### src/rtl/gbx_pkg.sv
package gbx_pkg;
  typedef enum logic {
    GBX_X2 = 1'b0,
    GBX_X4 = 1'b1
  } gbx_ratio_e;

  localparam int GBX_CNT_W = 2;
endpackage

### src/rtl/gbx_frame.sv
module gbx_frame
  import gbx_pkg::*;
(
  input  logic                 clk,
  input  logic                 rst_n,
  input  logic                 ratio_i,
  output gbx_ratio_e           mode_q,
  output logic                 armed_q,
  output logic                 take,
  output logic                 done,
  output logic                 vld_q
);
  logic [GBX_CNT_W-1:0] cnt_q, cnt_d;
  logic [GBX_CNT_W-1:0] last;
  gbx_ratio_e           mode_d;
  logic                 armed_d;
  logic                 vld_d;

  assign last = (mode_q == GBX_X4) ? GBX_CNT_W'(3) : GBX_CNT_W'(1);
  assign take = armed_q && (cnt_q == '0);
  assign done = armed_q && (cnt_q == last);

  always_comb begin
    mode_d  = mode_q;
    armed_d = armed_q;
    cnt_d   = cnt_q;
    vld_d   = done;
    if (!armed_q) begin
      mode_d  = gbx_ratio_e'(ratio_i);
      armed_d = 1'b1;
    end else if (cnt_q == last) begin
      cnt_d = '0;
    end else begin
      cnt_d = cnt_q + GBX_CNT_W'(1);
    end
  end

  always_ff @(posedge clk or negedge rst_n) begin
    if (!rst_n) begin
      mode_q  <= GBX_X2;
      armed_q <= 1'b0;
      cnt_q   <= '0;
      vld_q   <= 1'b0;
    end else begin
      mode_q  <= mode_d;
      armed_q <= armed_d;
      cnt_q   <= cnt_d;
      vld_q   <= vld_d;
    end
  end
endmodule

### src/rtl/gbx_deser.sv
module gbx_deser #(
  parameter int W = 4
) (
  input  logic         clk,
  input  logic         rst_n,
  input  logic         en,
  input  logic         done,
  input  logic         din,
  output logic [W-1:0] word_q
);
  logic [W-1:0] sr_q, sr_d, word_d, shifted;

  assign shifted = {sr_q[W-2:0], din};

  always_comb begin
    sr_d   = sr_q;
    word_d = word_q;
    if (en) sr_d = shifted;
    if (done) word_d = shifted;
  end

  always_ff @(posedge clk or negedge rst_n) begin
    if (!rst_n) begin
      sr_q   <= '0;
      word_q <= '0;
    end else begin
      sr_q   <= sr_d;
      word_q <= word_d;
    end
  end
endmodule

### src/rtl/gbx_ser.sv
module gbx_ser #(
  parameter int W = 4
) (
  input  logic         clk,
  input  logic         rst_n,
  input  logic         en,
  input  logic         load,
  input  logic [W-1:0] data,
  output logic         dout
);
  logic [W-1:0] sr_q, sr_d;

  assign dout = sr_q[W-1];

  always_comb begin
    sr_d = sr_q;
    if (load) sr_d = data;
    else if (en) sr_d = {sr_q[W-2:0], 1'b0};
  end

  always_ff @(posedge clk or negedge rst_n) begin
    if (!rst_n) sr_q <= '0;
    else        sr_q <= sr_d;
  end
endmodule

### src/rtl/io_gearbox.sv
module io_gearbox
  import gbx_pkg::*;
#(
  parameter int LANES = 4
) (
  input  logic             clk,
  input  logic             rst_n,
  input  logic             ratio_i,
  input  logic [LANES-1:0] pad_in,
  output logic [LANES-1:0] pad_out,
  output logic [LANES-1:0] rx_word,
  output logic             rx_vld,
  output logic [LANES-1:0] rx_byp,
  input  logic [LANES-1:0] tx_word,
  output logic             tx_take,
  input  logic [LANES-1:0] tx_byp
);
  localparam int WIDE   = LANES;
  localparam int NARROW = LANES / 2;
  localparam int LANE_B = LANES / 2;

  gbx_ratio_e       mode_q;
  logic             armed_q;
  logic             done;
  logic             take;
  logic [LANES-1:0] served;
  logic [LANES-1:0] ser_bit;
  logic [WIDE-1:0]  word_a;
  logic [NARROW-1:0] word_b;
  logic [WIDE-1:0]  load_a;
  logic             dout_a, dout_b;

  gbx_frame u_frame (
    .clk     (clk),
    .rst_n   (rst_n),
    .ratio_i (ratio_i),
    .mode_q  (mode_q),
    .armed_q (armed_q),
    .take    (take),
    .done    (done),
    .vld_q   (rx_vld)
  );

  assign tx_take = take;

  always_comb begin
    served = '0;
    served[0] = 1'b1;
    if (mode_q == GBX_X2) served[LANE_B] = 1'b1;
  end

  gbx_deser #(.W(WIDE)) u_rx_a (
    .clk(clk), .rst_n(rst_n), .en(armed_q), .done(done),
    .din(pad_in[0]), .word_q(word_a)
  );

  gbx_deser #(.W(NARROW)) u_rx_b (
    .clk(clk), .rst_n(rst_n), .en(armed_q), .done(done),
    .din(pad_in[LANE_B]), .word_q(word_b)
  );

  assign rx_word = (mode_q == GBX_X4) ? word_a : {word_a[NARROW-1:0], word_b};

  assign load_a = (mode_q == GBX_X4) ? tx_word
                                     : {tx_word[NARROW-1:0], {NARROW{1'b0}}};

  gbx_ser #(.W(WIDE)) u_tx_a (
    .clk(clk), .rst_n(rst_n), .en(armed_q), .load(take),
    .data(load_a), .dout(dout_a)
  );

  gbx_ser #(.W(NARROW)) u_tx_b (
    .clk(clk), .rst_n(rst_n), .en(armed_q), .load(take),
    .data(tx_word[WIDE-1:NARROW]), .dout(dout_b)
  );

  always_comb begin
    ser_bit = '0;
    ser_bit[0] = dout_a;
    ser_bit[LANE_B] = dout_b;
  end

  for (genvar l = 0; l < LANES; l++) begin : g_lane
    assign pad_out[l] = served[l] ? ser_bit[l] : tx_byp[l];
    assign rx_byp[l]  = served[l] ? 1'b0 : pad_in[l];
  end
endmodule

### config.mk
export PLATFORM = sky130hd
export DESIGN_NAME = io_gearbox
export DESIGN_NICKNAME = d
export VERILOG_FILES = /design/src/rtl/gbx_pkg.sv /design/src/rtl/gbx_frame.sv /design/src/rtl/gbx_deser.sv /design/src/rtl/gbx_ser.sv /design/src/rtl/io_gearbox.sv
export SDC_FILE = /design/constraint.sdc
export NUM_CORES = 1
export LEC_CHECK = 0
export BUFFER_PORTS_ARGS = -buffer_cell sky130_fd_sc_hd__buf_2
export CAP_MARGIN = 30
export CORE_ASPECT_RATIO = 1.75
export CORE_MARGIN = 3
export CORE_UTILIZATION = 35
export DETAILED_ROUTE_END_ITERATION = 12
export PLACE_DENSITY = 0.58
export REMOVE_ABC_BUFFERS = 1
export SLEW_MARGIN = 10
export SYNTH_ARGS = -nofsm -noshare
export SYNTH_HDL_FRONTEND = slang
export SYNTH_SLANG_ARGS = --single-unit
### constraint.sdc
create_clock -name clk -period 1.2 [get_ports clk]
set_clock_uncertainty 0.05 [all_clocks]
set_input_delay 0.18 -clock clk [delete_from_list [all_inputs] [get_ports clk]]
set_output_delay 0.18 -clock clk [all_outputs]
set_load 0.02 [all_outputs]
# After elaboration in Yosys (flattened, before gate mapping)

Cells that the tools add are included.

Register bits after elaboration: 21
Bits of input ports: 15
Output and inout bits: 14
Logic and storage cells: 26

$add $sub $neg: 1
Equal/unequal tests: 1
Mux-type cells: 10
Reductions and logical operators: 4

Operators by type and width:

| kind                                        | count |
|---|---|
| 2-to-1 mux 4 bit                            | 4 |
| 2-to-1 mux 2 bit                            | 4 |
| adder 2 x 1 -> 2 bit, second input constant | 1 |
| equality test 2 bit                         | 1 |
| logical AND 1 bit                           | 2 |
| logical NOT 2 bit                           | 1 |
| 2-to-1 mux 1 bit                            | 2 |
| nonzero test 2 bit                          | 1 |

# Longest topological paths before layout

Word-level depth: 3
Gate-level depth with buffers: 6
Depth with buffers taken out: 5

# Modules after synthesis

A second synthesis with hierarchy kept.

Cell total of the unflattened synthesis: 79
Area total of the unflattened synthesis: 1016.0 um^2

Modules (own cells, without submodules):

| module              | times used | cells each | area an instance (um^2) | seq. area each (um^2) |
|---|---|---|---|---|
| gbx_deser at u_rx_a | 1          | 14         | 254.0                   | 175.2 |
| gbx_frame           | 1          | 18         | 212.7                   | 125.1 |
| io_gearbox          | 1          | 18         | 187.7                   | 0.0 |
| gbx_ser at u_tx_a   | 1          | 15         | 168.9                   | 100.1 |
| gbx_deser at u_rx_b | 1          | 6          | 108.9                   | 75.1 |
| gbx_ser at u_tx_b   | 1          | 8          | 83.8                    | 50.0 |

# Worst setup path after synthesis

Ideal clock, no wire load.

Kind: flip-flop to flip-flop
Start point: reg u_frame.cnt_q[0]
End point: reg u_tx_a.sr_q[0]
Library setup time: 0.067 ns
Data arrival time: 1.319 ns
Required time: 1.083 ns
Slack: -0.236 ns
Cell stages (with the launch flop): 6
Buffers on the path: 1
Clock period less this slack: 1.436 ns
Cell sequence: dfrtp_1 > inv_1 > ha_1 > clkbuf_1 > and2_1 > a32o_1

Cells in the longest elaborated chain, start to end: 3
Elaborated cells on any way between the ends: 4
Classes of those cells: 1 x mux; 3 x reduce/logical

Ends and longest elaborated chain:

| item                                                   | line             | RTL |
|---|---|---|
| from (decl)                                            | gbx_frame.sv:13  | `logic [GBX_CNT_W-1:0] cnt_q, cnt_d;` |
| from (signal assigned)                                 | gbx_frame.sv:47  | `cnt_q <= cnt_d;` |
| logical NOT 2 bit (*)                                  | gbx_frame.sv:20  | `assign take = armed_q && (cnt_q == '0);` |
| logical AND 1 bit (*)                                  | gbx_frame.sv:20  |  |
| net tx_take                                            | io_gearbox.sv:15 | `output logic tx_take,` |
| 2-to-1 mux 4 bit or nonzero test 2 bit (tied branches) | --               |  |
| to (signal assigned)                                   | gbx_ser.sv:23    | `else sr_q <= sr_d;` |
| to (decl)                                              | gbx_ser.sv:11    | `logic [W-1:0] sr_q, sr_d;` |

The timed path passes the listed nets; every way through them passes the cells marked *.
A chain may end at the register's enable or synchronous reset.

# Worst setup path after layout

Start point: reg u_frame.cnt_q[1]
End point: out tx_take

Cells in the longest elaborated chain, start to end: 2

Ends and longest elaborated chain:

| item              | line |
|---|---|
| logical NOT 2 bit | gbx_frame.sv:20 |
| logical AND 1 bit | gbx_frame.sv:20 |
| to (decl)         | io_gearbox.sv:15 |

Every way passes these cells.

==> results.yml <==
clock_network:
  ctsRootBufferMaster: "clkbuf_8"
  clockBufferDepth: 2
  clock_sinks: 21
  tritoncts: "done"
  cts-buffers-inserted: 3
  h-tree-depth: 1
  cts.reportedPaths.clkPinSlew_ns: 0.08
  clkLatencyLatePin_ns: 0.25
sta:
  layout_setup_ws_ns: -0.286
  finalSetupViolations: 19
  finalSetupTns_ns: -3.86
  final_max_slew_viol_count: 0
  max_freq_mhz: 673
  grt_setup_unrepaired: "yes"
  hold_viol: 0
  period_minus_slack_ns: 1.49
  min_period_over_period_pct: 124
detailed_routing:
  first_iter_violations: 11
  vias: 651
  wl_um: 1880
  wl_per_cell_um: 14.7
  antenna_left: 0
  vias_per_cell: 5.09
  route.detailed.drc: 0
  drt_first_pass_iters: 3
place:
  preCtsSetupSlack_ns: -0.176
  portBuffers: 18
  finalWeightedCongestion: 0.684
  hpwl_um: 1320
synthesis:
  synth_compound_area_share_pct: 6.71
  avgSynthCellArea_um2: 12.8
  muxShareOfSynthArea_pct: 22.7
  synth-main-ff-cell: "dfrtp_1"
  synth_top_family_by_area: "multiplexers"
  synth_most_common_cell: "dfrtp_1"
  synth_top_area_share_pct: 54.2
  synth_largest_area_cell: "dfrtp_1"
  synth_fa_ha_area_share_pct: 1.29
  synth_edf_count: 0
  synth_area_um2: 970
  synthTopCellsByCount: "dfrtp_1, mux2_2, buf_4, mux2i_1"
  ys_types: 22
  ys_warn_count: 0
  synthTopCellsByArea: "dfrtp_1, mux2_2, buf_4"
  synthArstFlopShare_pct: 100
  synth_cells: 76
  synth_xor_area_share_pct: 1.81
  ys_ff_latch: 21
  synthSimpleGateAreaFrac_pct: 5.29
  yosysSeqAreaShare_pct: 54.2
worst_setup_path:
  cp_top_family: "flip-flops"
  r2r_start: "u_frame.cnt_q[1]"
  rr_worst_depth: 5
  r2r-end: "u_rx_a.word_q[3]"
  crit_fanout: 2
  startpoint_type: "flop"
  critPathRequiredTime_ns: 0.97
  worstPathArrival_ns: 1.26
  crit_path_max_incr_delay_ns: 0.39
  worst-path-buf-inv: 3
  timing_worst_setup_path_type: "reg2out"
  startpoint: "u_frame.cnt_q[1]"
  path_cells: "buf_4 > inv_1 > ha_2 > and2_4 > buf_6"
  crit_slowest_cell: "dfrtp_1"
  regToRegSetupSlack_ns: -0.27
  crit_path_end_kind: "output port"
die:
  io_pins: 29
  die_area_um2: 3460
  die_w_um: 45.8
  die_h_um: 75.6
  core_area_um2: 2580
  num_rows: 24
  start_util_pct: 37.5
layout:
  areaGrowthSynthToFinish_pct: 33.2
  num_antenna_cells: 0
  num-nets-final: 119
  drive_above_1_share_pct: 56.9
grt:
  grt_use_met2_pct: 22.2
  grt_max_degree: 22
  grt_use_met1_pct: 12.0
  antenna_found_initial: 0
  grt_overflow_total: 0
  grt_pass1_vias: 679
  grt_usage_pct: 12.0
  grt_pass1_wl_um: 2990
  grtUsageMet3_pct: 3.07
  grt.busiest_layer: "met2"
pwr:
  power.internal_mw: 1.98
  p_comb_share_pct: 47.4
  p_switching_uw: 944
  vdd_drop_max_mv: 0.950
  clockPowerShare_pct: 15.4
  p_per_area_nw_per_um2: 2270
  seq_power_share_pct: 37.2
  leakagePower_nw: 0.642
  switching_share_pct: 32.3
min_path:
  hold_end: "u_rx_a.word_q[0]"
  hold_path_class: "in2reg"
  hold_depth: 2
  hp-start: "pad_in[0]"
run:
  cap_violations: 0
status:
  violations: "setup timing"
  status: "finished with violations"
## power by group through the flow
stage	Combinational [mW]	Sequential [mW]	Clock (mW)
after floorplan	0.642	1.10	0
after global placement	1.01	1.08	0
after detailed placement	1.03	1.09	0
after CTS	1.30	1.08	0.477
after global routing	1.51	1.12	0.504
final	1.39	1.09	0.450
## sequential cells by signal (all words and copies together), names as in the netlist
signal,count
u_rx_b.sr_q,1
u_tx_a.sr_q,4
u_frame.mode_q,1
u_frame.armed_q,1
u_rx_a.sr_q,3
u_frame.vld_q,1
u_rx_b.word_q,2
u_tx_b.sr_q,2
u_frame.cnt_q,2
u_rx_a.word_q,4
## cell families (layout without fill, tap and decap cells)
kind of cell / after synthesis / in the layout
DFF: 21 / 21
muxes: 20 / 20
buffers and inverters: 12 / 38
AOI/OAI and AO/OA: 10 / 10
and+or+nand+nor: 8 / 8
other: 2 / 2
xor gates and xnor gates: 2 / 2
adders and majority gates: 1 / 1
## worst max-delay path by stage
stage                                  end  cells after the start
final                              tx_take                      5
after global routing      u_rx_a.word_q[1]                      5
after CTS                 u_rx_a.word_q[0]                      5
after detailed placement    u_tx_a.sr_q[3]                      7
after global placement      u_tx_a.sr_q[2]                      7
after floorplan           u_rx_a.word_q[0]                      3
## area by class of cell
cell class / instances / area, um2
Fill cell: 243 / 1290
Sequential cell: 21 / 526
Multi-Input combinational cell: 43 / 430
Timing Repair Buffer: 31 / 245
Clock buffer: 3 / 41.3
Tap cell: 26 / 32.5
Inverter: 3 / 11.3
Clock inverter: 1 / 5.00
## timing repair
action,4_1_cts,5_1_grt
endpoints found under the setup margin,19,21
hold buffers,1,0
setup buffers,4,0
endpoints found under the hold margin,21,0
resized for setup,25,9
## through the flow
step	hold slack, ns	area, um2	instances	utilization, %	total power, mW
3_5_place_dp	0.119	1090	119	42.3	2.12
2_1_floorplan	-0.166	911	67	-	1.74
5_1_grt	0.111	1290	128	50.0	3.13
6_report	0.120	1290	128	50.0	2.93
3_3_place_gp	0.105	1090	119	42.3	2.08
4_1_cts	0.104	1250	128	48.5	2.86
## cells in the final DEF, fill, tap and decap left out, types with 2 or more instances in the layout
cell       n
dfrtp_1   21
buf_2     11
buf_6     10
mux2_2     7
a21o_1     2
a21oi_1    3
o21ai_2    2
nor2_1     3
conb_1     2
clkbuf_8   3
and2_4     2
buf_4      9
mux2_4     9
mux2i_1    4
inv_1      2
## layer usage
layer	wire, um	vias up
met1	726	327
met2	1040	17
li1	-	305
met4	27	0
met3	86	2
met5	0	-
No activity file was read; power rests on OpenSTA's default activity.
